## src/rtl/ssr_pkg.sv

```systemverilog
package ssr_pkg;
   localparam int NFLAG   = 4;
   localparam int B_TUR   = 3;   // transmit underrun
   localparam int B_ROV   = 2;   // receive overrun
   localparam int B_TDE   = 1;   // transmit buffer empty
   localparam int B_RDF   = 0;   // receive buffer full
   localparam logic [NFLAG-1:0] FLAG_RST = 4'b0010;
endpackage

```

## src/rtl/ssr_evt.sv

```systemverilog
// Turns datapath strobes and current flags into per-flag set/clear requests.
module ssr_evt
   import ssr_pkg::*;
(
   input  logic [NFLAG-1:0] flags_i,
   input  logic             tx_wr_i,
   input  logic             tx_start_i,
   input  logic             rx_done_i,
   input  logic             rx_rd_i,
   output logic [NFLAG-1:0] set_o,
   output logic [NFLAG-1:0] clr_o
);
   always_comb begin
      set_o        = '0;
      clr_o        = '0;
      set_o[B_TUR] = tx_start_i & flags_i[B_TDE];
      set_o[B_ROV] = rx_done_i  & flags_i[B_RDF];
      set_o[B_TDE] = tx_start_i;
      clr_o[B_TDE] = tx_wr_i;
      set_o[B_RDF] = rx_done_i;
      clr_o[B_RDF] = rx_rd_i;
   end
endmodule

```

## src/rtl/ssr_flag_cell.sv

```systemverilog
// One status flag with its read-as-1 armed bit.
module ssr_flag_cell #(
   parameter logic RST_VAL = 1'b0
) (
   input  logic clk,
   input  logic rst_n,
   input  logic set_i,
   input  logic evclr_i,
   input  logic rd_i,
   input  logic wr_i,
   input  logic wbit_i,
   output logic flag_o
);
   logic flag_q, arm_q;
   logic sw_clr;

   assign sw_clr = wr_i & ~wbit_i & arm_q;

   always_ff @(posedge clk or negedge rst_n) begin
      if (!rst_n) begin
         flag_q <= RST_VAL;
         arm_q  <= 1'b0;
      end else begin
         flag_q <= set_i | (flag_q & ~(sw_clr | evclr_i));
         if (sw_clr)
            arm_q <= 1'b0;
         else if (rd_i && flag_q)
            arm_q <= 1'b1;
      end
   end

   assign flag_o = flag_q;
endmodule

```

## src/rtl/ser_stat_reg.sv

```systemverilog
module ser_stat_reg
   import ssr_pkg::*;
#(
   parameter int DATA_W  = 16,
   parameter bit IRQ_REG = 1'b0
) (
   input  logic              clk,
   input  logic              rst_n,
   input  logic              bus_rd,
   input  logic              bus_wr,
   input  logic [DATA_W-1:0] bus_wdata,
   output logic [DATA_W-1:0] bus_rdata,
   input  logic              tx_wr_ev,
   input  logic              tx_start_ev,
   input  logic              rx_done_ev,
   input  logic              rx_rd_ev,
   input  logic [NFLAG-1:0]  irq_en,
   output logic              irq
);
   localparam int PAD_W = DATA_W - NFLAG;

   generate
      if (DATA_W < NFLAG + 1) begin : g_bad_width
         $error("ser_stat_reg: DATA_W must exceed the flag count");
      end
   endgenerate

   logic [NFLAG-1:0] flags, set_v, clr_v;

   ssr_evt u_evt (
      .flags_i    (flags),
      .tx_wr_i    (tx_wr_ev),
      .tx_start_i (tx_start_ev),
      .rx_done_i  (rx_done_ev),
      .rx_rd_i    (rx_rd_ev),
      .set_o      (set_v),
      .clr_o      (clr_v)
   );

   generate
      for (genvar i = 0; i < NFLAG; i++) begin : g_flag
         ssr_flag_cell #(.RST_VAL(FLAG_RST[i])) u_cell (
            .clk     (clk),
            .rst_n   (rst_n),
            .set_i   (set_v[i]),
            .evclr_i (clr_v[i]),
            .rd_i    (bus_rd),
            .wr_i    (bus_wr),
            .wbit_i  (bus_wdata[i]),
            .flag_o  (flags[i])
         );
      end
   endgenerate

   assign bus_rdata = {{PAD_W{1'b0}}, flags};

   generate
      if (IRQ_REG) begin : g_irq_reg
         logic irq_q;
         always_ff @(posedge clk or negedge rst_n) begin
            if (!rst_n) irq_q <= 1'b0;
            else        irq_q <= |(flags & irq_en);
         end
         assign irq = irq_q;
      end else begin : g_irq_comb
         assign irq = |(flags & irq_en);
      end
   endgenerate
endmodule

```

## config.mk

```make
export PLATFORM = sky130hd
export DESIGN_NAME = ser_stat_reg
export DESIGN_NICKNAME = d
export VERILOG_FILES = /design/src/rtl/ssr_pkg.sv /design/src/rtl/ssr_evt.sv /design/src/rtl/ssr_flag_cell.sv /design/src/rtl/ser_stat_reg.sv
export SDC_FILE = /design/constraint.sdc
export NUM_CORES = 1
export LEC_CHECK = 0
export BUFFER_PORTS_ARGS = -buffer_cell sky130_fd_sc_hd__clkbuf_2
export CORE_UTILIZATION = 30
export DETAILED_ROUTE_END_ITERATION = 6
export PLACE_DENSITY_LB_ADDON = 0.2
export SLEW_MARGIN = 40
export SYNTH_ARGS = -nofsm -noshare
export SYNTH_HDL_FRONTEND = slang
export SYNTH_SLANG_ARGS = --single-unit
```

## constraint.sdc

```tcl
create_clock -name clk -period 1 [get_ports clk]
set_clock_uncertainty 0.1 [all_clocks]
set_input_delay 0.2 -clock clk [delete_from_list [all_inputs] [get_ports clk]]
set_output_delay 0.2 -clock clk [all_outputs]
set_load 0.05 [all_outputs]
```

* Yosys cells after proc, flatten, opt, wreduce, memory -nomap -nowiden
Index checks and enable logic that the tools add are counted.
Storage, ports and cells: output and inout bits 17, register bits after elaboration 8, word-level logic and storage cells 54
Cells by class: muxes and demuxes 8, bitwise operators 29, reductions and logical operators 9
Operators by type and width (count):
- bitwise AND 1 bit | 14
- two-way mux 1 bit | 8
- inverter 1 bit | 8
- nonzero test 2 bit | 4
- OR 1 bit | 6
- bitwise AND 4 bit | 1
- logical AND 1 bit | 4
- OR reduction 4 bit | 1

* Longest topological paths before layout
Gate-level depths: netlist of the first run.
depth in word-level cells 7, mapped depth 2, gate-level depth less buffers 2

* Cells and area by module
Synthesis of the first run repeated with hierarchy kept, for this count alone.
Second synthesis, totals: cell total of the unflattened synthesis 57, area, all modules 535.5 um^2
Modules (own cells, without submodules):
- ssr_flag_cell (g_flag[0].u_cell ...) | seq. area each 50.0 um^2, instances 3, cells an instance 8, area each 90.1 um^2
- ser_stat_reg | seq. area each 0.0 um^2, instances 1, cells an instance 16, area each 112.6 um^2
- ssr_flag_cell (g_flag[1].u_cell) | seq. area each 51.3 um^2, instances 1, cells an instance 8, area each 91.3 um^2
- ssr_evt | seq. area each 0.0 um^2, instances 1, cells an instance 9, area each 61.3 um^2

* Worst setup path after synthesis of the first run
Ideal clock, no wire load.
path type register to output, start register g_flag[1].u_cell.flag_q, end output port irq, cell stages (with the launch flop) 3, setup slack -0.249 ns, required time 0.700 ns, arrival 0.949 ns, path through dfstp_2 > a22oi_1 > nand2_1
On the way: word-level cells in the longest chain between the ends 2
Ends and longest elaborated chain:
- from (decl) | line ssr_flag_cell.sv:14 | logic flag_q, arm_q;
- from (signal assigned) | line ssr_flag_cell.sv:24 | flag_q <= set_i | (flag_q & ~(sw_clr | evclr_i));
- bitwise AND 4 bit | line ser_stat_reg.sv:66 | assign irq = |(flags & irq_en);
- OR reduction 4 bit | line ser_stat_reg.sv:66
- to (decl) | line ser_stat_reg.sv:18 | output logic irq
Every way passes these cells.

* Final worst setup path of the first run
Same ends and word-level chain as after synthesis.

==> impl_metrics.py, run 1 <==
metrics = {
    "setup_path": {
        "critical_path_arrival_ns": 1.10,
        "r2r-start": "g_flag[1].u_cell.flag_o",
        "reg2reg_slack_ns": -0.03,
        "reg2reg_to": "g_flag[1].u_cell.arm_q",
        "worstRegToRegCells": 3,
        "critPathMaxFanout": 3,
        "critical_path_class": "register to output port",
        "cp-endpoint": "irq",
        "startpoint": "g_flag[1].u_cell.flag_o",
        "cp-end-kind": "output port",
        "start_kind": "register",
        "critPathRequiredTime_ns": 0.70,
    },
    "sta": {
        "timing.final.hold_violations": 0,
        "finalCriticalPeriod_ns": 1.40,
        "drv_slew": 0,
        "finalSetupViolCount": 7,
        "finalCritPeriodShare_pct": 140,
        "rsz0062_at_grt": "true",
        "tns_ns": -1.57,
        "setup_ws_ns": -0.396,
        "max_freq_ghz": 0.716,
    },
    "placement": {
        "place_inst": 85,
        "port_buffers": 20,
        "place_hpwl_um": 688,
        "gp_congestion": 0.659,
    },
    "global_routing": {
        "grt_use_total_pct": 10.8,
        "grt_pass1_wl_mm": 1.48,
        "grt_pass1_vias": 344,
        "grt_max_degree": 9,
        "antenna_found_initial": 0,
        "globalRouteOverflowTotal": 0,
    },
    "power": {
        "sw_frac_of_total_pct": 36.5,
        "p_per_area_nw_per_um2": 1580,
        "share_comb_of_total_power_pct": 40.6,
        "p_total_mw": 1.13,
        "leakagePower_nw": 0.379,
        "clkPwrFrac_pct": 24.0,
        "intPower_mw": 0.720,
        "ir_worst_vdd_v": 0.000489,
        "p_sw_mw": 0.415,
        "p_seq_share_pct": 35.4,
    },
    "run": {
        "cap_viol_max_count": 0,
    },
    "floorplan": {
        "dieHeight_um": 42.7,
        "io_pins": 45,
        "die_w_um": 42.7,
        "die_area_sq_um": 1820,
        "rows": 14,
        "initial_core_util_pct": 32.6,
        "core_sq_um": 1520,
    },
    "clock_tree": {
        "clk_pin_slew_ns": 0.06,
        "clk_path_buf_depth": 2,
        "tritoncts": "built",
        "cts-root-buf": "clkbuf_4",
        "cts.sink_count": 8,
        "cts_buffers": 3,
        "cts_max_level": 1,
        "clk_latency_ns": 0.25,
    },
    "synthesis": {
        "ys_ff_latch": 8,
        "avgSynthCellArea_sq_um": 9.93,
        "synth_cells": 50,
        "synth.cell_area_sq_um": 497,
        "yosysWarningCount": 0,
        "synth_largest_area_cell": "dfrtp_1",
        "synth_area_leaders": "dfrtp_1 35%, buf_4 24%, mux2i_1 8.1%",
        "ys_seq_area_share_pct": 40.6,
        "synth.distinct_cells": 12,
        "synth_top_area_share_pct": 35.3,
    },
    "detailed_routing": {
        "post_drt_wl_per_cell_um": 9.58,
        "firstDrtPassIters": 3,
        "ant_nets": 0,
        "viasPerCell": 4.18,
        "via_count": 380,
        "drtIter0Drc": 1,
        "drt-total-wl_um": 872,
        "drc": 0,
    },
    "worst_hold_path": {
        "hp-class": "input port to register",
        "min_path_cells": 2,
    },
    "finish": {
        "final_layout_size_suffix_gt1_share_pct": 42.7,
        "syn2layout_area_growth_pct": 44.3,
        "layout.nets": 104,
        "diodes": 0,
        "stdcell_count": 91,
    },
    "status": {
        "violations": "setup timing",
        "status": "complete, but fails checks",
    },
}
## kinds of logic after synthesis
kind of cell | synth area share [%]
multiplexers | 8.06
AO/OA/AOI/OAI | 10.1
flip-flops | 40.6
AND/OR/NAND/NOR | 14.9
buffers and inverters | 25.7
other | 0.755
## cells in the mapped netlist
master    number
buf_4         16
dfrtp_1        7
nand2_1        5
mux2i_1        4
nand3b_1       4
nor2b_1        4
a22o_1         2
a22oi_1        2
a31o_1         2
inv_1          2
conb_1         1
dfstp_2        1
## layout make-up
cell class / count / area (sq um)
Sequential cell: 8 / 201
Multi-Input combinational cell: 35 / 226
Timing Repair Buffer: 26 / 235
Inverter: 2 / 7.51
Fill cell: 150 / 807
Tap cell: 16 / 20.0
Clock buffer: 4 / 26.3
## through the flow
step / hold WS (ns) / instance area, sq um / worst slack, ns / util, %
2_1_floorplan: -0.196 / 556 / -0.0559 / -
4_1_cts: 0.0593 / 708 / -0.401 / 46.5
5_1_grt: 0.0792 / 717 / -0.432 / 47.0
6_report: 0.0598 / 717 / -0.396 / 47.0
3_3_place_gp: -0.0406 / 586 / -0.203 / 38.4
3_5_place_dp: -0.0427 / 586 / -0.211 / 38.4
## worst min path at each step
| stage | endpoint | startpoint | slack [ns] |
|---|---|---|---|
| after floorplan | g_flag[0].u_cell.arm_q | rst_n | -0.20 |
| after global placement | g_flag[0].u_cell.arm_q | rst_n | -0.04 |
| after detailed placement | g_flag[0].u_cell.arm_q | rst_n | -0.04 |
| after CTS | g_flag[0].u_cell.flag_o | rx_done_ev | 0.06 |
| after global routing | g_flag[1].u_cell.flag_o | tx_start_ev | 0.08 |
| final | g_flag[0].u_cell.flag_o | rx_done_ev | 0.06 |
## critical path, stage by stage, from the launching register on
cell,delay (ns)
dfstp_2,0.56
a22oi_2,0.07
nand2_4,0.08
buf_8,0.14
## per-layer routing
metal	GRT usage (%)	share of wire, %	vias to the layer above
met5	0	0	-
met4	9.38	2.4	0
met3	0	4.0	2
met2	17.6	51	18
met1	13.2	42	171
li1	-	-	189
## registers in the layout (all words and copies together), names as in the netlist
| signal | cells |
|---|---|
| g_flag.u_cell.arm_q | 4 |
| g_flag.u_cell.flag_o | 4 |
## placed cells by master, fill, tap and decap left out, drive strengths merged
cell / Yosys / routed
conb: 1 / 12
nand2: 5 / 5
mux2i: 4 / 4
nor2b: 4 / 4
buf: 16 / 7
dfrtp: 7 / 7
dfstp: 1 / 1
nand3b: 4 / 4
a31o: 2 / 2
inv: 2 / 2
clkbuf: 0 / 22
a22oi: 2 / 2
dlygate4sd3: 0 / 1
a22o: 2 / 2
## power groups by stage
stage / Combinational, mW / Clock [mW] / Sequential (mW)
after floorplan: 0.320 / 0 / 0.408
after global placement: 0.362 / 0 / 0.403
after detailed placement: 0.365 / 0 / 0.405
after CTS: 0.455 / 0.276 / 0.400
after global routing: 0.488 / 0.286 / 0.407
final: 0.461 / 0.272 / 0.402
## what timing repair did
| item | in CTS | in global routing |
|---|---|---|
| setup endpoints to repair | 6 | 9 |
| endpoints found under the hold margin | 8 | 0 |
| gates resized for setup | 14 | 4 |
| hold buffers | 1 | 0 |
| pin swaps | 0 | 2 |
| buffers inserted | 1 | 0 |
| cloned | 0 | 0 |
Power figures use the tool's default switching activity.
==> run 2, diff against run 1 <==
--- a/config.mk
+++ b/config.mk
@@ -5,11 +5,12 @@
 export SDC_FILE = /design/constraint.sdc
 export NUM_CORES = 1
 export LEC_CHECK = 0
-export BUFFER_PORTS_ARGS = -buffer_cell sky130_fd_sc_hd__clkbuf_2
 export CORE_UTILIZATION = 30
 export DETAILED_ROUTE_END_ITERATION = 6
+export DONT_BUFFER_PORTS = 1
 export PLACE_DENSITY_LB_ADDON = 0.2
 export SLEW_MARGIN = 40
 export SYNTH_ARGS = -nofsm -noshare
 export SYNTH_HDL_FRONTEND = slang
+export SYNTH_HIERARCHICAL = 1
 export SYNTH_SLANG_ARGS = --single-unit
==> impl_metrics.py, run 2 <==
metrics = {
    "finish": {
        "stdcell_count": 88,
        "final_common_cell": "conb_1",
        "fin_util_pct": 38.4,
        "syn2layout_area_growth_pct": 14.3,
        "layout.nets": 93,
        "fillCellCount": 155,
        "final_cell_area_sq_um": 612,
        "final_layout_size_suffix_gt1_share_pct": 23.4,
        "diodes": 0,
    },
    "synthesis": {
        "synth.cell_area_sq_um": 536,
        "synth_top_area_share_pct": 32.7,
        "synth_cells": 57,
        "synth_edf_count": 0,
        "avgSynthCellArea_sq_um": 9.39,
        "synth_largest_area_cell": "dfrtp_1",
        "synthArstFlopShare_pct": 100,
        "synthFlopType": "dfrtp_1",
        "ys_ff_latch": 8,
        "synth_area_leaders": "dfrtp_1 33%, buf_4 25%, mux2i_1 7.5%",
        "yosysWarningCount": 6,
        "synth.distinct_cells": 12,
        "ys_seq_area_share_pct": 37.6,
        "yosysMostFrequentCell": "buf_4",
        "synthTopCellsByCount": "18 x buf_4, 7 x dfrtp_1, 5 x nand2_1",
    },
    "setup_path": {
        "startpoint": "g_flag[0].u_cell/flag_o",
        "critPathRequiredTime_ns": 0.70,
        "critical_path_class": "register to output port",
        "critPathMaxStageDelay_ns": 0.43,
        "worst-path-stages": 2,
        "worstRegToRegCells": 2,
        "cp_num_buf_inv": 0,
        "critical_path_arrival_ns": 1.05,
        "start_kind": "register",
        "crit_slowest_cell": "dfrtp_2",
        "critPathTopFamily": "flip-flops",
        "cp_cell_sequence": "a22oi_2, nand2_4",
        "r2r-start": "g_flag[1].u_cell/flag_o",
        "cp-endpoint": "irq",
        "critPathMaxFanout": 4,
        "reg2reg_to": "g_flag[1].u_cell/flag_o",
        "reg2reg_slack_ns": -0.07,
        "cp-end-kind": "output port",
    },
    "sta": {
        "finalSetupViolCount": 7,
        "drv_slew": 0,
        "setup_ws_ns": -0.349,
        "rsz0062_at_grt": "true",
        "timing.final.hold_violations": 0,
        "tns_ns": -1.35,
        "finalCritPeriodShare_pct": 135,
        "max_freq_ghz": 0.741,
        "finalCriticalPeriod_ns": 1.35,
    },
    "placement": {
        "port_buffers": 0,
        "place_inst": 80,
        "gp_congestion": 0.612,
        "post-place-ws_ns": -0.0927,
        "post_dp_cell_area_sq_um": 534,
        "place_hpwl_um": 682,
    },
    "global_routing": {
        "grt_use_total_pct": 11.8,
        "globalRouteOverflowTotal": 0,
        "grt_max_degree": 9,
        "grt_pass1_wl_mm": 1.52,
        "grt_pass1_vias": 343,
        "grtUsageMet2_pct": 17.4,
        "met3_usage_pct": 8.16,
        "gr-usage-met1_pct": 13.0,
        "antenna_found_initial": 0,
        "gr-max-usage-layer": "met2",
    },
    "power": {
        "ir_worst_vdd_v": 0.000772,
        "p_per_area_nw_per_um2": 1640,
        "leakagePower_nw": 0.280,
    },
    "detailed_routing": {
        "viasPerCell": 3.91,
        "drc": 1,
        "firstDrtPassIters": 5,
        "ant_nets": 0,
        "post_drt_wl_per_cell_um": 10.2,
        "drtIter0Drc": 1,
        "drt-total-wl_um": 897,
        "via_count": 344,
    },
    "clock_tree": {
        "cts.sink_count": 8,
        "post_cts_buffers": 0,
        "cts-root-buf": "clkbuf_4",
        "clk_latency_ns": 0.26,
        "cts_buffers": 3,
        "cts_max_level": 1,
        "clk_pin_slew_ns": 0.06,
        "tritoncts": "built",
        "clk_path_buf_depth": 2,
    },
    "run": {
        "cap_viol_max_count": 0,
    },
    "floorplan": {
        "initial_core_util_pct": 33.6,
        "dieHeight_um": 44.3,
        "die_w_um": 44.3,
        "rows": 14,
        "core_sq_um": 1590,
        "die_area_sq_um": 1960,
        "io_pins": 45,
    },
    "worst_hold_path": {
        "hp-class": "input port to register",
    },
    "status": {
        "status": "complete, but fails checks",
        "violations": "DRC, setup timing",
    },
}
-- run 2: cell types whose count changed after synthesis --
| cell | delta |
|---|---|
| and2_1 | +2 |
| inv_1 | +2 |
| buf_4 | +2 |
| conb_1 | +1 |
| a22o_1 | -2 |
| a31o_1 | +2 |
-- run 2: repair_timing --
action / CTS / global route
endpoints found under the hold margin: 14 / 0
pin swaps: 3 / 0
gates resized for setup: 2 / 1
hold buffers: 4 / 0
endpoints found under the setup margin: 8 / 9
-- run 2: logic make-up (layout without fill, tap and decap cells) --
| group | Yosys count | count (layout) | share of synthesized area (%) |
|---|---|---|---|
| AND/OR/NAND/NOR | 15 | 15 | 16.1 |
| multiplexers | 4 | 4 | 7.48 |
| flip-flops | 8 | 8 | 37.6 |
| buffers and inverters | 22 | 17 | 28.0 |
| other | 2 | 14 | 1.40 |
| AO/OA/AOI/OAI | 6 | 6 | 9.34 |
-- run 2: layout make-up --
class                           instances  area, sq um  share of cell area (%)
Sequential cell                         8          205                    33.5
Clock buffer                            4         26.3                    4.29
Inverter                                4         15.0                    2.45
Timing Repair Buffer                    9         88.8                    14.5
Multi-Input combinational cell         39          246                    40.3
Tap cell                               24         30.0                    4.91
-- run 2: per-stage QoR --
step | hold WS (ns) | power (mW)
floorplan | -0.196 | 0.712
global placement | -0.195 | 0.702
detailed placement | -0.195 | 0.702
CTS | 0.00823 | 1.02
global route | 0.0140 | 1.07
finish | 0.0177 | 1.00
-- run 2: metal layers --
layer	vias up	wire length [um]
met5	-	0
met4	0	19
met1	149	367
li1	167	-
met2	24	405
met3	4	104
-- run 2: where the power goes --
group	total (mW)	internal (mW)	switching [mW]	leakage [nW]
combinational	0.323	0.0992	0.224	0.176
sequential	0.404	0.370	0.0332	0.0885
clock	0.277	0.153	0.123	0.0150
-- run 2: how the worst min path moves through the flow --
stage / startpoint / end / depth (start not counted)
after floorplan: rst_n / g_flag[0].u_cell/arm_q / 0
after global placement: rst_n / g_flag[3].u_cell/arm_q / 0
final: bus_wdata[2] / g_flag[2].u_cell/arm_q / 2
after CTS: bus_wdata[2] / g_flag[2].u_cell/arm_q / 2
after global routing: bus_wdata[2] / g_flag[2].u_cell/arm_q / 2
after detailed placement: rst_n / g_flag[3].u_cell/arm_q / 0
==> run 3, diff against run 2 <==
--- a/config.mk
+++ b/config.mk
@@ -5,9 +5,11 @@
 export SDC_FILE = /design/constraint.sdc
 export NUM_CORES = 1
 export LEC_CHECK = 0
+export CORE_MARGIN = 2
 export CORE_UTILIZATION = 30
 export DETAILED_ROUTE_END_ITERATION = 6
 export DONT_BUFFER_PORTS = 1
+export GPL_TIMING_DRIVEN = 0
 export PLACE_DENSITY_LB_ADDON = 0.2
 export SLEW_MARGIN = 40
 export SYNTH_ARGS = -nofsm -noshare
==> impl_metrics.py, run 3 (synthesized netlist as in run 2, its figures left out) <==
metrics = {
    "detailed_routing": {
        "viasPerCell": 3.59,
        "ant_nets": 0,
        "via_count": 359,
        "drtIter0Drc": 4,
        "firstDrtPassIters": 2,
        "drc": 0,
        "drt-total-wl_um": 948,
        "post_drt_wl_per_cell_um": 9.48,
    },
    "floorplan": {
        "io_pins": 45,
        "initial_core_util_pct": 31.4,
        "rows": 15,
        "die_w_um": 46.3,
        "core_sq_um": 1710,
        "die_area_sq_um": 2140,
        "dieHeight_um": 46.3,
    },
    "setup_path": {
        "start_kind": "register",
        "startpoint": "g_flag[1].u_cell/flag_o",
        "critPathMaxFanout": 5,
        "critical_path_arrival_ns": 1.23,
        "reg2reg_to": "g_flag[3].u_cell/flag_o",
        "cp-end-kind": "output port",
        "worstRegToRegCells": 2,
        "critPathRequiredTime_ns": 0.70,
        "critical_path_class": "register to output port",
        "reg2reg_slack_ns": -0.12,
        "r2r-start": "g_flag[1].u_cell/flag_o",
    },
    "global_routing": {
        "antenna_found_initial": 0,
        "grt_use_total_pct": 11.0,
        "grt_pass1_wl_mm": 1.64,
        "grt_max_degree": 9,
        "globalRouteOverflowTotal": 0,
        "grt_pass1_vias": 374,
    },
    "clock_tree": {
        "cts.sink_count": 8,
        "cts_buffers": 3,
        "post_cts_buffers": 0,
        "clk_path_buf_depth": 2,
        "tritoncts": "built",
        "cts-root-buf": "clkbuf_4",
        "clk_latency_ns": 0.26,
        "clk_pin_slew_ns": 0.07,
        "cts_max_level": 1,
    },
    "power": {
        "leakagePower_nw": 0.340,
        "p_total_mw": 1.01,
        "ir_worst_vdd_v": 0.000740,
        "intPower_mw": 0.634,
        "clkPwrFrac_pct": 27.1,
        "p_seq_share_pct": 46.2,
        "p_per_area_nw_per_um2": 1480,
        "p_sw_mw": 0.381,
        "sw_frac_of_total_pct": 37.5,
        "share_comb_of_total_power_pct": 26.7,
    },
    "sta": {
        "tns_ns": -1.47,
        "setup_ws_ns": -0.530,
        "drv_slew": 0,
        "timing.final.hold_violations": 0,
        "max_freq_ghz": 0.654,
        "finalSetupViolCount": 9,
        "finalCriticalPeriod_ns": 1.53,
        "finalCritPeriodShare_pct": 153,
        "rsz0062_at_grt": "true",
    },
    "finish": {
        "layout.nets": 104,
        "seqCellArea_sq_um": 209,
        "diodes": 0,
        "fillCellCount": 179,
        "mostFrequentLayoutCells": "18 x buf_4, 14 x conb_1",
        "final_common_cell": "buf_4",
        "syn2layout_area_growth_pct": 27.6,
        "final_cell_area_sq_um": 683,
        "final_layout_size_suffix_gt1_share_pct": 37.3,
        "multi_input_area_sq_um": 246,
    },
    "placement": {
        "port_buffers": 0,
        "place_hpwl_um": 744,
        "post_dp_cell_area_sq_um": 633,
        "gp_congestion": 0.687,
    },
    "status": {
        "status": "complete, but fails checks",
        "violations": "setup timing",
    },
    "worst_hold_path": {
        "worstHoldStart": "bus_wdata[2]",
        "hp-class": "input port to register",
        "hold_end": "g_flag[2].u_cell/arm_q",
        "min_path_cells": 2,
    },
    "run": {
        "cap_viol_max_count": 0,
    },
}
## run 3: critical path, cell delays in order (launching register included)
cell and delay [ns]:
dfstp_4 0.72, a22oi_2 0.10, nand2_4 0.16
## run 3: worst max-delay path by stage
stage                     endpoint  depth (start not counted)
after floorplan                irq                          2
after detailed placement       irq                          2
after CTS                      irq                          2
final                          irq                          2
after global placement         irq                          2
after global routing           irq                          2
## run 3: repair_timing
item	CTS	global route
hold buffers	2	0
resized for setup	1	0
endpoints found under the hold margin	12	0
pin swaps	1	1
endpoints found under the setup margin	10	11
## run 3: stage by stage
step | setup slack [ns] | hold slack (ns) | instances | util (%)
6_report | -0.530 | 0.0256 | 100 | 40.0
5_1_grt | -0.569 | 0.0352 | 100 | 40.0
4_1_cts | -0.543 | 0.0277 | 100 | 40.0
3_5_place_dp | -0.303 | -0.195 | 94 | 37.1
3_3_place_gp | -0.302 | -0.195 | 94 | 37.1
2_1_floorplan | -0.266 | -0.196 | 69 | -
## run 3: power groups by stage
stage	Sequential [mW]	Clock (mW)	Combinational (mW)
5_1_grt	0.477	0.309	0.293
3_5_place_dp	0.473	0	0.257
3_3_place_gp	0.472	0	0.255
4_1_cts	0.469	0.279	0.272
2_1_floorplan	0.464	0	0.248
6_report	0.469	0.274	0.271
## run 3: cell type report
cell class                 instances  share of cell area (%)
buffer                            18                    19.8
clock buffer                       4                    3.85
inverter                           4                    2.20
multi-input combinational         39                    36.1
sequential                         8                    30.6
tap                               25                    4.58
timing repair buffer               2                    2.93
## run 3: routing by layer
| metal | wire length, um | global-route usage (%) | up-vias |
|---|---|---|---|
| li1 | - | - | 190 |
| met1 | 399 | 12.4 | 155 |
| met3 | 91 | 5.10 | 0 |
| met4 | 0 | 5.14 | 0 |
| met2 | 457 | 17.5 | 14 |
| met5 | 0 | 0 | - |
